### src/rtl/ec_pkg.sv
package ec_pkg;
  // Legal lane counts for the collector.
  function automatic bit lanes_legal(input int n);
    return (n == 1) || (n == 2) || (n == 4) || (n == 8);
  endfunction

  // Width needed to hold values 0..n.
  function automatic int cnt_width(input int n);
    return (n < 2) ? 1 : $clog2(n + 1);
  endfunction
endpackage

### src/rtl/ec_sync.sv
module ec_sync #(
  parameter int W = 8
) (
  input  logic         clk,
  input  logic         rst_n,
  input  logic [W-1:0] async_i,
  output logic [W-1:0] sync_o
);
  logic [W-1:0] stage1_q;
  logic [W-1:0] stage2_q;

  always_ff @(posedge clk or negedge rst_n) begin
    if (!rst_n) begin
      stage1_q <= '0;
      stage2_q <= '0;
    end else begin
      stage1_q <= async_i;
      stage2_q <= stage1_q;
    end
  end

  assign sync_o = stage2_q;
endmodule

### src/rtl/ec_rct.sv
module ec_rct #(
  parameter int LIMIT = 8
) (
  input  logic clk,
  input  logic rst_n,
  input  logic upd_i,
  input  logic bit_i,
  output logic fail_nx_o,
  output logic fail_q_o
);
  localparam int CW = ec_pkg::cnt_width(LIMIT);
  localparam logic [CW-1:0] LIM = CW'(LIMIT);

  logic          last_q;
  logic          seen_q;
  logic [CW-1:0] run_q;
  logic [CW-1:0] run_nx;
  logic          fail_q;

  always_comb begin
    if (seen_q && (bit_i == last_q))
      run_nx = (run_q == LIM) ? run_q : run_q + 1'b1;
    else
      run_nx = CW'(1);
  end

  assign fail_nx_o = (run_nx >= LIM);

  always_ff @(posedge clk or negedge rst_n) begin
    if (!rst_n) begin
      last_q <= 1'b0;
      seen_q <= 1'b0;
      run_q  <= '0;
      fail_q <= 1'b0;
    end else if (upd_i) begin
      last_q <= bit_i;
      seen_q <= 1'b1;
      run_q  <= run_nx;
      fail_q <= fail_nx_o;
    end
  end

  assign fail_q_o = fail_q;
endmodule

### src/rtl/ec_apt.sv
module ec_apt #(
  parameter int WIN = 64,
  parameter int LO  = 16,
  parameter int HI  = 48
) (
  input  logic clk,
  input  logic rst_n,
  input  logic upd_i,
  input  logic bit_i,
  output logic fail_nx_o,
  output logic fail_q_o
);
  localparam int IW = (WIN < 2) ? 1 : $clog2(WIN);
  localparam int OW = ec_pkg::cnt_width(WIN);
  localparam logic [IW-1:0] LAST_IDX = IW'(WIN - 1);
  localparam logic [OW-1:0] LO_V = OW'(LO);
  localparam logic [OW-1:0] HI_V = OW'(HI);

  logic [IW-1:0] idx_q;
  logic [OW-1:0] ones_q;
  logic [OW-1:0] ones_nx;
  logic          win_end;
  logic          out_range;
  logic          fail_q;

  assign ones_nx   = ones_q + OW'(bit_i);
  assign win_end   = (idx_q == LAST_IDX);
  assign out_range = (ones_nx < LO_V) || (ones_nx > HI_V);
  assign fail_nx_o = win_end ? out_range : fail_q;

  always_ff @(posedge clk or negedge rst_n) begin
    if (!rst_n) begin
      idx_q  <= '0;
      ones_q <= '0;
      fail_q <= 1'b0;
    end else if (upd_i) begin
      idx_q  <= win_end ? '0 : idx_q + 1'b1;
      ones_q <= win_end ? '0 : ones_nx;
      fail_q <= fail_nx_o;
    end
  end

  assign fail_q_o = fail_q;
endmodule

### src/rtl/ec_lane.sv
module ec_lane #(
  parameter int STATE_W   = 8,
  parameter int RCT_LIMIT = 8,
  parameter int APT_WIN   = 64,
  parameter int APT_LO    = 16,
  parameter int APT_HI    = 48
) (
  input  logic               clk,
  input  logic               rst_n,
  input  logic               sample_en,
  input  logic [STATE_W-1:0] osc_i,
  output logic               data_o,
  output logic               pass_o,
  output logic               err_o
);
  logic [STATE_W-1:0] osc_sync;
  logic               bit_q;
  logic               bit_vld_q;
  logic               rct_fail_nx, rct_fail_q;
  logic               apt_fail_nx, apt_fail_q;
  logic               healthy;
  logic               data_q, pass_q;

  ec_sync #(.W(STATE_W)) u_sync (
    .clk     (clk),
    .rst_n   (rst_n),
    .async_i (osc_i),
    .sync_o  (osc_sync)
  );

  // Fold the whole sampled state into one bit.
  always_ff @(posedge clk or negedge rst_n) begin
    if (!rst_n) begin
      bit_q     <= 1'b0;
      bit_vld_q <= 1'b0;
    end else begin
      bit_vld_q <= sample_en;
      if (sample_en) bit_q <= ^osc_sync;
    end
  end

  ec_rct #(.LIMIT(RCT_LIMIT)) u_rct (
    .clk       (clk),
    .rst_n     (rst_n),
    .upd_i     (bit_vld_q),
    .bit_i     (bit_q),
    .fail_nx_o (rct_fail_nx),
    .fail_q_o  (rct_fail_q)
  );

  ec_apt #(.WIN(APT_WIN), .LO(APT_LO), .HI(APT_HI)) u_apt (
    .clk       (clk),
    .rst_n     (rst_n),
    .upd_i     (bit_vld_q),
    .bit_i     (bit_q),
    .fail_nx_o (apt_fail_nx),
    .fail_q_o  (apt_fail_q)
  );

  assign healthy = !(rct_fail_nx || apt_fail_nx);

  always_ff @(posedge clk or negedge rst_n) begin
    if (!rst_n) begin
      data_q <= 1'b0;
      pass_q <= 1'b0;
    end else if (bit_vld_q) begin
      data_q <= bit_q & healthy;
      pass_q <= healthy;
    end
  end

  assign data_o = data_q;
  assign pass_o = pass_q;
  assign err_o  = rct_fail_q | apt_fail_q;
endmodule

### src/rtl/entropy_collector.sv
module entropy_collector #(
  parameter int NUM_LANES = 4,
  parameter int STATE_W   = 8,
  parameter int RCT_LIMIT = 8,
  parameter int APT_WIN   = 64,
  parameter int APT_LO    = 16,
  parameter int APT_HI    = 48
) (
  input  logic                          clk,
  input  logic                          rst_n,
  input  logic                          sample_en,
  input  logic [NUM_LANES*STATE_W-1:0]  osc_state,
  output logic                          out_valid,
  output logic [NUM_LANES-1:0]          out_data,
  output logic [NUM_LANES-1:0]          out_mask,
  output logic [NUM_LANES-1:0]          lane_err,
  output logic                          err_any
);
  logic en_d1_q;
  logic valid_q;

  // Valid pipeline matches the lane sample and output register stages.
  always_ff @(posedge clk or negedge rst_n) begin
    if (!rst_n) begin
      en_d1_q <= 1'b0;
      valid_q <= 1'b0;
    end else begin
      en_d1_q <= sample_en;
      valid_q <= en_d1_q;
    end
  end

  for (genvar li = 0; li < NUM_LANES; li++) begin : g_lane
    ec_lane #(
      .STATE_W   (STATE_W),
      .RCT_LIMIT (RCT_LIMIT),
      .APT_WIN   (APT_WIN),
      .APT_LO    (APT_LO),
      .APT_HI    (APT_HI)
    ) u_lane (
      .clk       (clk),
      .rst_n     (rst_n),
      .sample_en (sample_en),
      .osc_i     (osc_state[li*STATE_W +: STATE_W]),
      .data_o    (out_data[li]),
      .pass_o    (out_mask[li]),
      .err_o     (lane_err[li])
    );
  end

  assign out_valid = valid_q;
  assign err_any   = |lane_err;
endmodule

### config.mk
export PLATFORM = sky130hd
export DESIGN_NAME = entropy_collector
export DESIGN_NICKNAME = d
export VERILOG_FILES = /design/src/rtl/ec_pkg.sv /design/src/rtl/ec_sync.sv /design/src/rtl/ec_rct.sv /design/src/rtl/ec_apt.sv /design/src/rtl/ec_lane.sv /design/src/rtl/entropy_collector.sv
export SDC_FILE = /design/constraint.sdc
export NUM_CORES = 1
export LEC_CHECK = 0
export BUFFER_PORTS_ARGS = -buffer_cell sky130_fd_sc_hd__buf_2
export CAP_MARGIN = 40
export CORE_ASPECT_RATIO = 1.4
export CORE_MARGIN = 2
export CORE_UTILIZATION = 62
export CTS_BUF_LIST = sky130_fd_sc_hd__clkbuf_8
export DETAILED_ROUTE_END_ITERATION = 16
export PLACE_DENSITY = 0.81
export SYNTH_ARGS = -nofsm -noshare
export SYNTH_HDL_FRONTEND = slang
export SYNTH_SLANG_ARGS = --single-unit
export TNS_END_PERCENT = 30
### constraint.sdc
create_clock -name clk -period 2.3 [get_ports clk]
set_input_delay 0.115 -clock clk [delete_from_list [all_inputs] [get_ports clk]]
set_output_delay 0.115 -clock clk [all_outputs]
set_load 0.01 [all_outputs]
==> results.toml, run 1 <==
[outcome]
run_status = "finished, final reports clean"

[sta]
slew_headroom = 0.491
post-route-period-util = 0.907
finalMaxSlewViolations = 0
setup_ws_ns = 0.214
period_needed_ns = 2.09
rsz0062_at_grt = "no"
setup_viol = 0
fmax_mhz = 479
tightestPinTransition_ns = 0.755
whs_ns = 0.216
hold_viol_final = 0
finalSetupTns_ns = 0
finClkSkew_ns = 0.0131

[cells_and_area]
fillers = 704
drive_above_1_share = 0.151
nets = 705
layout_commonest_cell = "dfrtp_1"
final_cells = 801
areaGrowthSynthToFinish_pct = 16.3
antenna_cells = 0
final_cell_mix = "dfrtp_1, nand2_1, buf_2, xnor2_1, o21ai_0"

[pwr]
switching_power_mw = 2.65
pwr-share-comb = 0.245
vdd_drop_max_uv = 757
cellInternalPower_mw = 5.16
cellLeakagePower_nw = 3.41
p_total_mw = 7.82
power.share.clock = 0.253
seq_power_share = 0.502
p_sw_frac = 0.339
power_density_nw_per_um2 = 1020

[floorplanning]
die_h_um = 126
num_io_pins = 49
dieArea_um2 = 11500
die_width_um = 91.2
initial_core_util = 0.638
core_um2 = 10300
rows = 44

[global_routing]
grt_usage = 0.244
grt_pass1_vias = 4751
grt-ovfl-total = 0
grt_pass1_wl_um = 22100
grt_max_degree = 78
antenna_found_initial = 0

[critical_path]
crit_type = "reg -> reg"
crit_path_start_kind = "flop"
cp_slowest_cell = "dfrtp_1"
cp.required_ns = 2.63
crit_fanout = 4
critPathBufInv = 0
crit_path_end_kind = "flop"
crit_arrival_ns = 2.42
cp_top_family = "compound AO/OA/AOI/OAI gates"
crit_path_max_incr_delay_ns = 0.42
crit_top_cell = "ha_1"
path_cells = "ha_1 > ha_1 > xor2_1 > nor3_1 > a221o_1 > a41o_1 > a32o_1"

[clocking]
cts.sink_count = 158
numCtsBuffers = 17
cts_tree = "built"
path_clk_slew_ns = 0.09
clockBufferDepth = 2
cts_resized = 0
clock-root-buffer = "clkbuf_8"
clk_latency_ns = 0.44
postCtsSetupBuffers = 0
htreeDepth = 4

[placement]
post-dp-hpwl_um = 7780
placed_cells = 735
place_ws_ns = 0.236
port_buffers = 48
place_congestion = 0.842

[routing]
drc = 0
first_pass_iters = 4
postRouteAntennaNets = 0
drt_iter0_markers = 338
via_per_inst = 5.64
wl_per_cell_um = 16.0
vias = 4516
drt_wl_total_um = 12800

[yosys]
async_flop_share = 1.00
synth-seq-cells = 158
synth_area_um2 = 6600
avgSynthCellArea_um2 = 11.6
synth_ff_type = "dfrtp_1"
ys_warn_count = 0
yosysSeqAreaShare = 0.599
synthDistinctLibCells = 48
synthesis.nets = 626
synthCells = 571
synth_edf_count = 0

[flow_run]
drv_cap = 0

[worst_hold_path]
hp-class = "in -> async"
## metal layers
layer / part of all wire / GRT usage / vias to the layer above
li1: - / - / 2145
met4: 0.021 / 0.0891 / 0
met3: 0.035 / 0.0467 / 24
met5: 0 / 0 / -
met1: 0.39 / 0.285 / 2242
met2: 0.55 / 0.444 / 105
## area by class of cell
type | count | area [um2] | share of cell area
inverters | 18 | 67.6 | 0.00880
repair buffers | 88 | 669 | 0.0872
clock inverters | 14 | 133 | 0.0173
multi-input cells | 367 | 2430 | 0.317
flip-flops and latches | 158 | 3960 | 0.515
well taps | 138 | 173 | 0.0225
clock buffers | 18 | 248 | 0.0323
## sequential cells by signal, indices dropped and copies added (netlist names)
signal	flops
g_lane.u_lane.bit_q	4
g_lane.u_lane.bit_vld_q	1
g_lane.u_lane.data_o	4
g_lane.u_lane.pass_o	4
g_lane.u_lane.u_apt.fail_q_o	4
g_lane.u_lane.u_apt.idx_q	24
g_lane.u_lane.u_apt.ones_q	28
g_lane.u_lane.u_rct.fail_q_o	3
g_lane.u_lane.u_rct.last_q	4
g_lane.u_lane.u_rct.run_q	16
g_lane.u_lane.u_rct.seen_q	1
g_lane.u_lane.u_sync.stage1_q	32
g_lane.u_lane.u_sync.sync_o	32
out_valid	1
## synth_stat cells (all sizes together) (2+ instances only)
cell type  number  share of area
a21o            6         0.0068
a21oi          18          0.014
a221o           4         0.0061
a22o            2         0.0027
a22oi           2         0.0023
a31oi           2         0.0019
a41o            2         0.0030
and2            3         0.0028
and3            5         0.0047
buf            17          0.016
clkbuf         11         0.0063
dfrtp         158           0.60
ha             20          0.038
inv            18          0.010
mux2            2         0.0034
mux2i           4         0.0061
nand2          57          0.032
nand2b          4         0.0038
nand3          32          0.024
nand4           9         0.0085
nor2           23          0.013
nor2b           2         0.0019
nor3            6         0.0045
o211ai          3         0.0034
o21ai          40          0.030
o22ai           3         0.0028
o2bb2ai        26          0.034
o31ai           6         0.0068
or2             7         0.0066
or3             5         0.0055
xnor2          45          0.060
xor2           16          0.021
## per-stage QoR
| step | cell area [um2] | utilization |
|---|---|---|
| after global placement | 6960 | 0.672 |
| final | 7680 | 0.742 |
| after CTS | 7680 | 0.742 |
| after detailed placement | 6960 | 0.672 |
| after global routing | 7680 | 0.742 |
| after floorplan | 6600 | - |
## final timing paths
| kind | startpoint | to | slack, ns | cells after the start |
|---|---|---|---|---|
| max in group asynchronous | rst_n | g_lane[0].u_lane.u_apt.ones_q[0]$_DFFE_PN0P_ | 1.42 | 3 |
| max | g_lane[3].u_lane.bit_q$_DFFE_PN0P_ | g_lane[3].u_lane.data_o$_DFFE_PN0P_ | 0.21 | 7 |
| min reg2reg | g_lane[0].u_lane.u_sync.stage1_q[0]$_DFF_PN0_ | g_lane[0].u_lane.u_sync.sync_o[0]$_DFF_PN0_ | 0.36 | 0 |
| max reg2reg | g_lane[3].u_lane.bit_q$_DFFE_PN0P_ | g_lane[3].u_lane.data_o$_DFFE_PN0P_ | 0.21 | 7 |
| min | rst_n | g_lane[1].u_lane.u_apt.idx_q[0]$_DFFE_PN0P_ | 0.22 | 2 |
| min in group clk | osc_state[20] | g_lane[2].u_lane.u_sync.stage1_q[4]$_DFF_PN0_ | 0.30 | 2 |
## repair_timing
action	in CTS	in global routing
endpoints found under the setup margin	0	0
endpoints found under the hold margin	90	0
hold buffers	34	0
## worst reg2reg max path, stage by stage (launching register included)
cell	delay (ns)
dfrtp_1	0.42
ha_1	0.23
ha_1	0.24
xor2_1	0.18
nor3_1	0.07
a221o_1	0.34
a41o_1	0.26
a32o_1	0.25
## power by group through the flow
stage	Clock, mW	Combinational (mW)	Sequential (mW)
finish	1.98	1.91	3.92
global route	2.14	2.17	4.02
CTS	1.99	1.92	3.92
detailed placement	0	1.85	3.97
global placement	0	1.74	3.91
floorplan	0	1.47	3.83
## kinds of logic after synthesis
kind of cell,share of synthesized area
buffers and inverters,0.0330
muxes,0.00947
and+or+nand+nor,0.111
AOI/OAI and AO/OA,0.129
adders and majority gates,0.0379
DFF,0.599
xor gates and xnor gates,0.0809
(Power assumes the default switching activity.)
==> run 2, diff against run 1 <==
--- a/config.mk
+++ b/config.mk
@@ -7,12 +7,15 @@
 export LEC_CHECK = 0
 export BUFFER_PORTS_ARGS = -buffer_cell sky130_fd_sc_hd__buf_2
 export CAP_MARGIN = 40
+export CELL_PAD_IN_SITES_DETAIL_PLACEMENT = 0
+export CELL_PAD_IN_SITES_GLOBAL_PLACEMENT = 1
 export CORE_ASPECT_RATIO = 1.4
 export CORE_MARGIN = 2
-export CORE_UTILIZATION = 62
+export CORE_UTILIZATION = 50
 export CTS_BUF_LIST = sky130_fd_sc_hd__clkbuf_8
 export DETAILED_ROUTE_END_ITERATION = 16
-export PLACE_DENSITY = 0.81
+export PLACE_DENSITY = 0.8
+export REMOVE_ABC_BUFFERS = 1
 export SYNTH_ARGS = -nofsm -noshare
 export SYNTH_HDL_FRONTEND = slang
 export SYNTH_SLANG_ARGS = --single-unit
==> results.toml, run 2 (same netlist as run 1, synthesis figures left out) <==
[sta]
finClkSkew_ns = 0.0142
tightestPinTransition_ns = 0.721
setup_viol = 0
fmax_mhz = 490
post-route-period-util = 0.888
rsz0062_at_grt = "no"
finalMaxSlewViolations = 0
period_needed_ns = 2.04
hold_viol_final = 0
slew_headroom = 0.518

[pwr]
power.share.clock = 0.257
p_sw_frac = 0.337
cellInternalPower_mw = 5.14
seq_power_share = 0.504
p_total_mw = 7.76
cellLeakagePower_nw = 3.41
vdd_drop_max_uv = 489
pwr-share-comb = 0.240
switching_power_mw = 2.61
power_density_nw_per_um2 = 1010

[clocking]
cts.sink_count = 158
htreeDepth = 4
cts_tree = "built"
clockBufferDepth = 2
clk_latency_ns = 0.44
path_clk_slew_ns = 0.10
numCtsBuffers = 17
postCtsSetupBuffers = 0
clock-root-buffer = "clkbuf_8"

[outcome]
run_status = "finished, final reports clean"

[cells_and_area]
nets = 707
layout_commonest_cell = "dfrtp_1"
drive_above_1_share = 0.155
antenna_cells = 0
final_cell_area_um2 = 7700
areaGrowthSynthToFinish_pct = 16.6
final_cell_mix = "dfrtp_1, nand2_1, buf_2, xnor2_1, o21ai_0"

[global_routing]
antenna_found_initial = 0
grt_pass1_vias = 4501
grt_pass1_wl_um = 20500
grt_usage = 0.182
grt_max_degree = 63
grt-ovfl-total = 0

[routing]
postRouteAntennaNets = 0
wl_per_cell_um = 14.2
drc = 0
vias = 4393
drt_iter0_markers = 252
drt_wl_total_um = 11600
first_pass_iters = 4
via_per_inst = 5.37

[floorplanning]
initial_core_util = 0.513
num_io_pins = 49
rows = 49
core_um2 = 12900
die_h_um = 140
dieArea_um2 = 14200
die_width_um = 101

[placement]
port_buffers = 48
placed_area_um2 = 6980
post-dp-hpwl_um = 7470
place_congestion = 0.847

[critical_path]
crit_path_start_kind = "flop"
crit_type = "reg -> reg"
cp.required_ns = 2.62
r2r_cells = 7
crit_arrival_ns = 2.36
crit_fanout = 4
crit_path_end_kind = "flop"

[worst_hold_path]
hp-class = "in -> async"

[flow_run]
drv_cap = 0
run 2: layout make-up:
type | instances | area, um2
Timing Repair Buffer | 90 | 672
Clock inverter | 15 | 148
Sequential cell | 158 | 3960
Fill cell | 1029 | 5170
Tap cell | 153 | 191
Multi-Input combinational cell | 367 | 2430
Inverter | 18 | 67.6
Clock buffer | 17 | 234
run 2: worst paths after layout:
kind / start / to / slack [ns]
worst max-delay path: g_lane[3].u_lane.bit_q$_DFFE_PN0P_ / g_lane[3].u_lane.data_o$_DFFE_PN0P_ / 0.26
worst min-delay path: rst_n / g_lane[0].u_lane.u_apt.idx_q[3]$_DFFE_PN0P_ / 0.22
worst max register to register: g_lane[3].u_lane.bit_q$_DFFE_PN0P_ / g_lane[3].u_lane.data_o$_DFFE_PN0P_ / 0.26
worst min register to register: g_lane[0].u_lane.u_sync.stage1_q[7]$_DFF_PN0_ / g_lane[0].u_lane.u_sync.sync_o[7]$_DFF_PN0_ / 0.35
max in group asynchronous: rst_n / g_lane[3].u_lane.data_o$_DFFE_PN0P_ / 1.42
min in group clk: osc_state[1] / g_lane[0].u_lane.u_sync.stage1_q[1]$_DFF_PN0_ / 0.31
run 2: per-layer routing:
metal,part of all wire,global-route usage
met5,0,0
met4,0.011,0.0690
met3,0.032,0.0389
met2,0.53,0.310
met1,0.43,0.226
run 2: power by group through the flow:
stage          Combinational, mW  Clock [mW]  Sequential, mW
2_1_floorplan               1.33           0            3.87
3_3_place_gp                1.75           0            3.93
3_5_place_dp                1.84           0            3.95
4_1_cts                     1.89        2.06            3.91
5_1_grt                     2.16        2.21            4.00
6_report                    1.86        1.99            3.91
run 2: stage by stage:
| stage | TNS [ns] | std cells | setup slack, ns | hold slack (ns) | utilization |
|---|---|---|---|---|---|
| global placement | 0 | 752 | 0.301 | 0.146 | 0.542 |
| global route | 0 | 818 | 0.126 | 0.258 | 0.598 |
| floorplan | -6.89 | 543 | -0.413 | -0.181 | - |
| finish | 0 | 818 | 0.257 | 0.217 | 0.598 |
| detailed placement | 0 | 752 | 0.251 | 0.154 | 0.542 |
| CTS | 0 | 818 | 0.250 | 0.234 | 0.598 |
run 2: worst max-delay path: stages (launching register included):
cell and delay (ns):
dfrtp_1 0.39, ha_1 0.21, ha_1 0.23, nand3_1 0.13, xor2_1 0.18, a221o_1 0.29, a41o_1 0.26, a32o_1 0.26
run 2: what timing repair did:
action | CTS | global route
hold buffers | 34 | 0
resized for setup | 0 | 0
hold endpoints to repair | 96 | 0
==> run 3, diff against run 2 <==
--- a/config.mk
+++ b/config.mk
@@ -14,7 +14,7 @@
 export CORE_UTILIZATION = 50
 export CTS_BUF_LIST = sky130_fd_sc_hd__clkbuf_8
 export DETAILED_ROUTE_END_ITERATION = 16
-export PLACE_DENSITY = 0.8
+export PLACE_DENSITY_LB_ADDON = 0.1
 export REMOVE_ABC_BUFFERS = 1
 export SYNTH_ARGS = -nofsm -noshare
 export SYNTH_HDL_FRONTEND = slang
==> results.toml, run 3 (same netlist as run 1, synthesis figures left out) <==
[outcome]
run_status = "finished, final reports clean"

[clocking]
clock-root-buffer = "clkbuf_8"
ctsHoldBuffers = 34
path_clk_slew_ns = 0.10
numCtsBuffers = 17
clk_latency_ns = 0.45
postCtsSetupBuffers = 0
cts_resized = 0
cts.sink_count = 158
htreeDepth = 4
clockBufferDepth = 2
cts_tree = "built"

[sta]
tightestPinTransition_ns = 0.687
post-route-period-util = 0.905
finalSetupTns_ns = 0
slew_headroom = 0.537
setup_viol = 0
finalMaxSlewViolations = 0
rsz0062_at_grt = "no"
hold_viol_final = 0
finClkSkew_ns = 0.0157
period_needed_ns = 2.08
fmax_mhz = 480

[flow_run]
drv_cap = 0

[floorplanning]
initial_core_util = 0.513
core_um2 = 12900
dieArea_um2 = 14200
rows = 49
die_width_um = 101
num_io_pins = 49
die_h_um = 140

[cells_and_area]
antenna_cells = 0
areaGrowthSynthToFinish_pct = 17.4
regArea_um2 = 3960
layout_commonest_cell = "dfrtp_1"
multiInputGateArea_um2 = 2430
final_cell_mix = "dfrtp_1, nand2_1, buf_2, xnor2_1, o21ai_0"
nets = 711
fillers = 1048
drive_above_1_share = 0.160

[global_routing]
grt_pass1_vias = 4583
grt_usage = 0.186
grt_pass1_wl_um = 20900
grt_max_degree = 61
antenna_found_initial = 0
grt-ovfl-total = 0

[pwr]
vdd_drop_max_uv = 583
p_total_mw = 7.78
cellLeakagePower_nw = 3.44
power_density_nw_per_um2 = 1000

[critical_path]
crit_type = "reg -> reg"
crit_path_start = "g_lane[3].u_lane.bit_q$_DFFE_PN0P_"
crit_path_start_kind = "flop"
crit_fanout = 4
crit_arrival_ns = 2.42
cp.required_ns = 2.64
r2r-start = "g_lane[3].u_lane.bit_q$_DFFE_PN0P_"
crit_path_end_kind = "flop"

[routing]
drt_wl_total_um = 11800
via_per_inst = 5.42
first_pass_iters = 5
postRouteAntennaNets = 0
vias = 4459
drc = 0
wl_per_cell_um = 14.3
drt_iter0_markers = 148

[worst_hold_path]
hp-class = "in -> async"

[placement]
post-dp-hpwl_um = 7620
port_buffers = 48
place_congestion = 0.812
==> run 3: cell count changes in the layout (fill, tap and decap cells not counted), sizes merged <==
cell,delta
clkbuf,+1
bufinv,-1
clkinv,-1
clkinvlp,+1
buf,+4
==> run 3: report_power, final <==
group          total [mW]  switching [mW]  internal, mW
Combinational        1.85           0.956         0.892
Sequential           3.92           0.563          3.36
Clock                2.01            1.16         0.844
==> run 3: final cells by class <==
| cell class | instances | area share |
|---|---|---|
| sequential | 158 | 0.510 |
| multi-input combinational | 367 | 0.314 |
| timing repair buffer | 94 | 0.0921 |
| clock buffer | 18 | 0.0319 |
| tap | 153 | 0.0247 |
| clock inverter | 14 | 0.0190 |
| inverter | 18 | 0.00871 |
==> run 3: metrics by stage <==
stage	worst slack (ns)	hold slack (ns)	instances	util	instance area (um2)
floorplan	-0.413	-0.181	543	-	6450
global placement	0.291	0.0741	756	0.545	7020
detailed placement	0.238	0.0861	756	0.545	7020
CTS	0.227	0.160	822	0.602	7760
global route	0.0791	0.164	822	0.602	7760
finish	0.218	0.158	822	0.602	7760
==> run 3: critical path: stages, from the launching register on <==
cell     delay (ns)
dfrtp_1        0.41
ha_1           0.21
ha_1           0.23
nand3_1        0.13
xor2_1         0.19
a221o_1        0.30
a41o_1         0.26
a32o_1         0.25
==> run 3: layer usage <==
metal	vias to the layer above	routed length (um)	GRT usage
met1	2212	5150	0.223
met3	9	332	0.0439
met2	69	6130	0.323
li1	2169	-	-
met4	0	136	0.0640
met5	-	0	0
==> run 3: final timing paths <==
path | cells past startpoint | endpoint | slack [ns]
worst max-delay path | 7 | g_lane[3].u_lane.data_o$_DFFE_PN0P_ | 0.22
worst min-delay path | 2 | g_lane[0].u_lane.u_apt.idx_q[0]$_DFFE_PN0P_ | 0.16
worst max register to register | 7 | g_lane[3].u_lane.data_o$_DFFE_PN0P_ | 0.22
worst min register to register | 0 | g_lane[0].u_lane.u_sync.sync_o[1]$_DFF_PN0_ | 0.34
max in group asynchronous | 3 | g_lane[2].u_lane.u_rct.run_q[1]$_DFFE_PN0P_ | 1.46
min in group clk | 2 | g_lane[0].u_lane.u_sync.stage1_q[3]$_DFF_PN0_ | 0.30
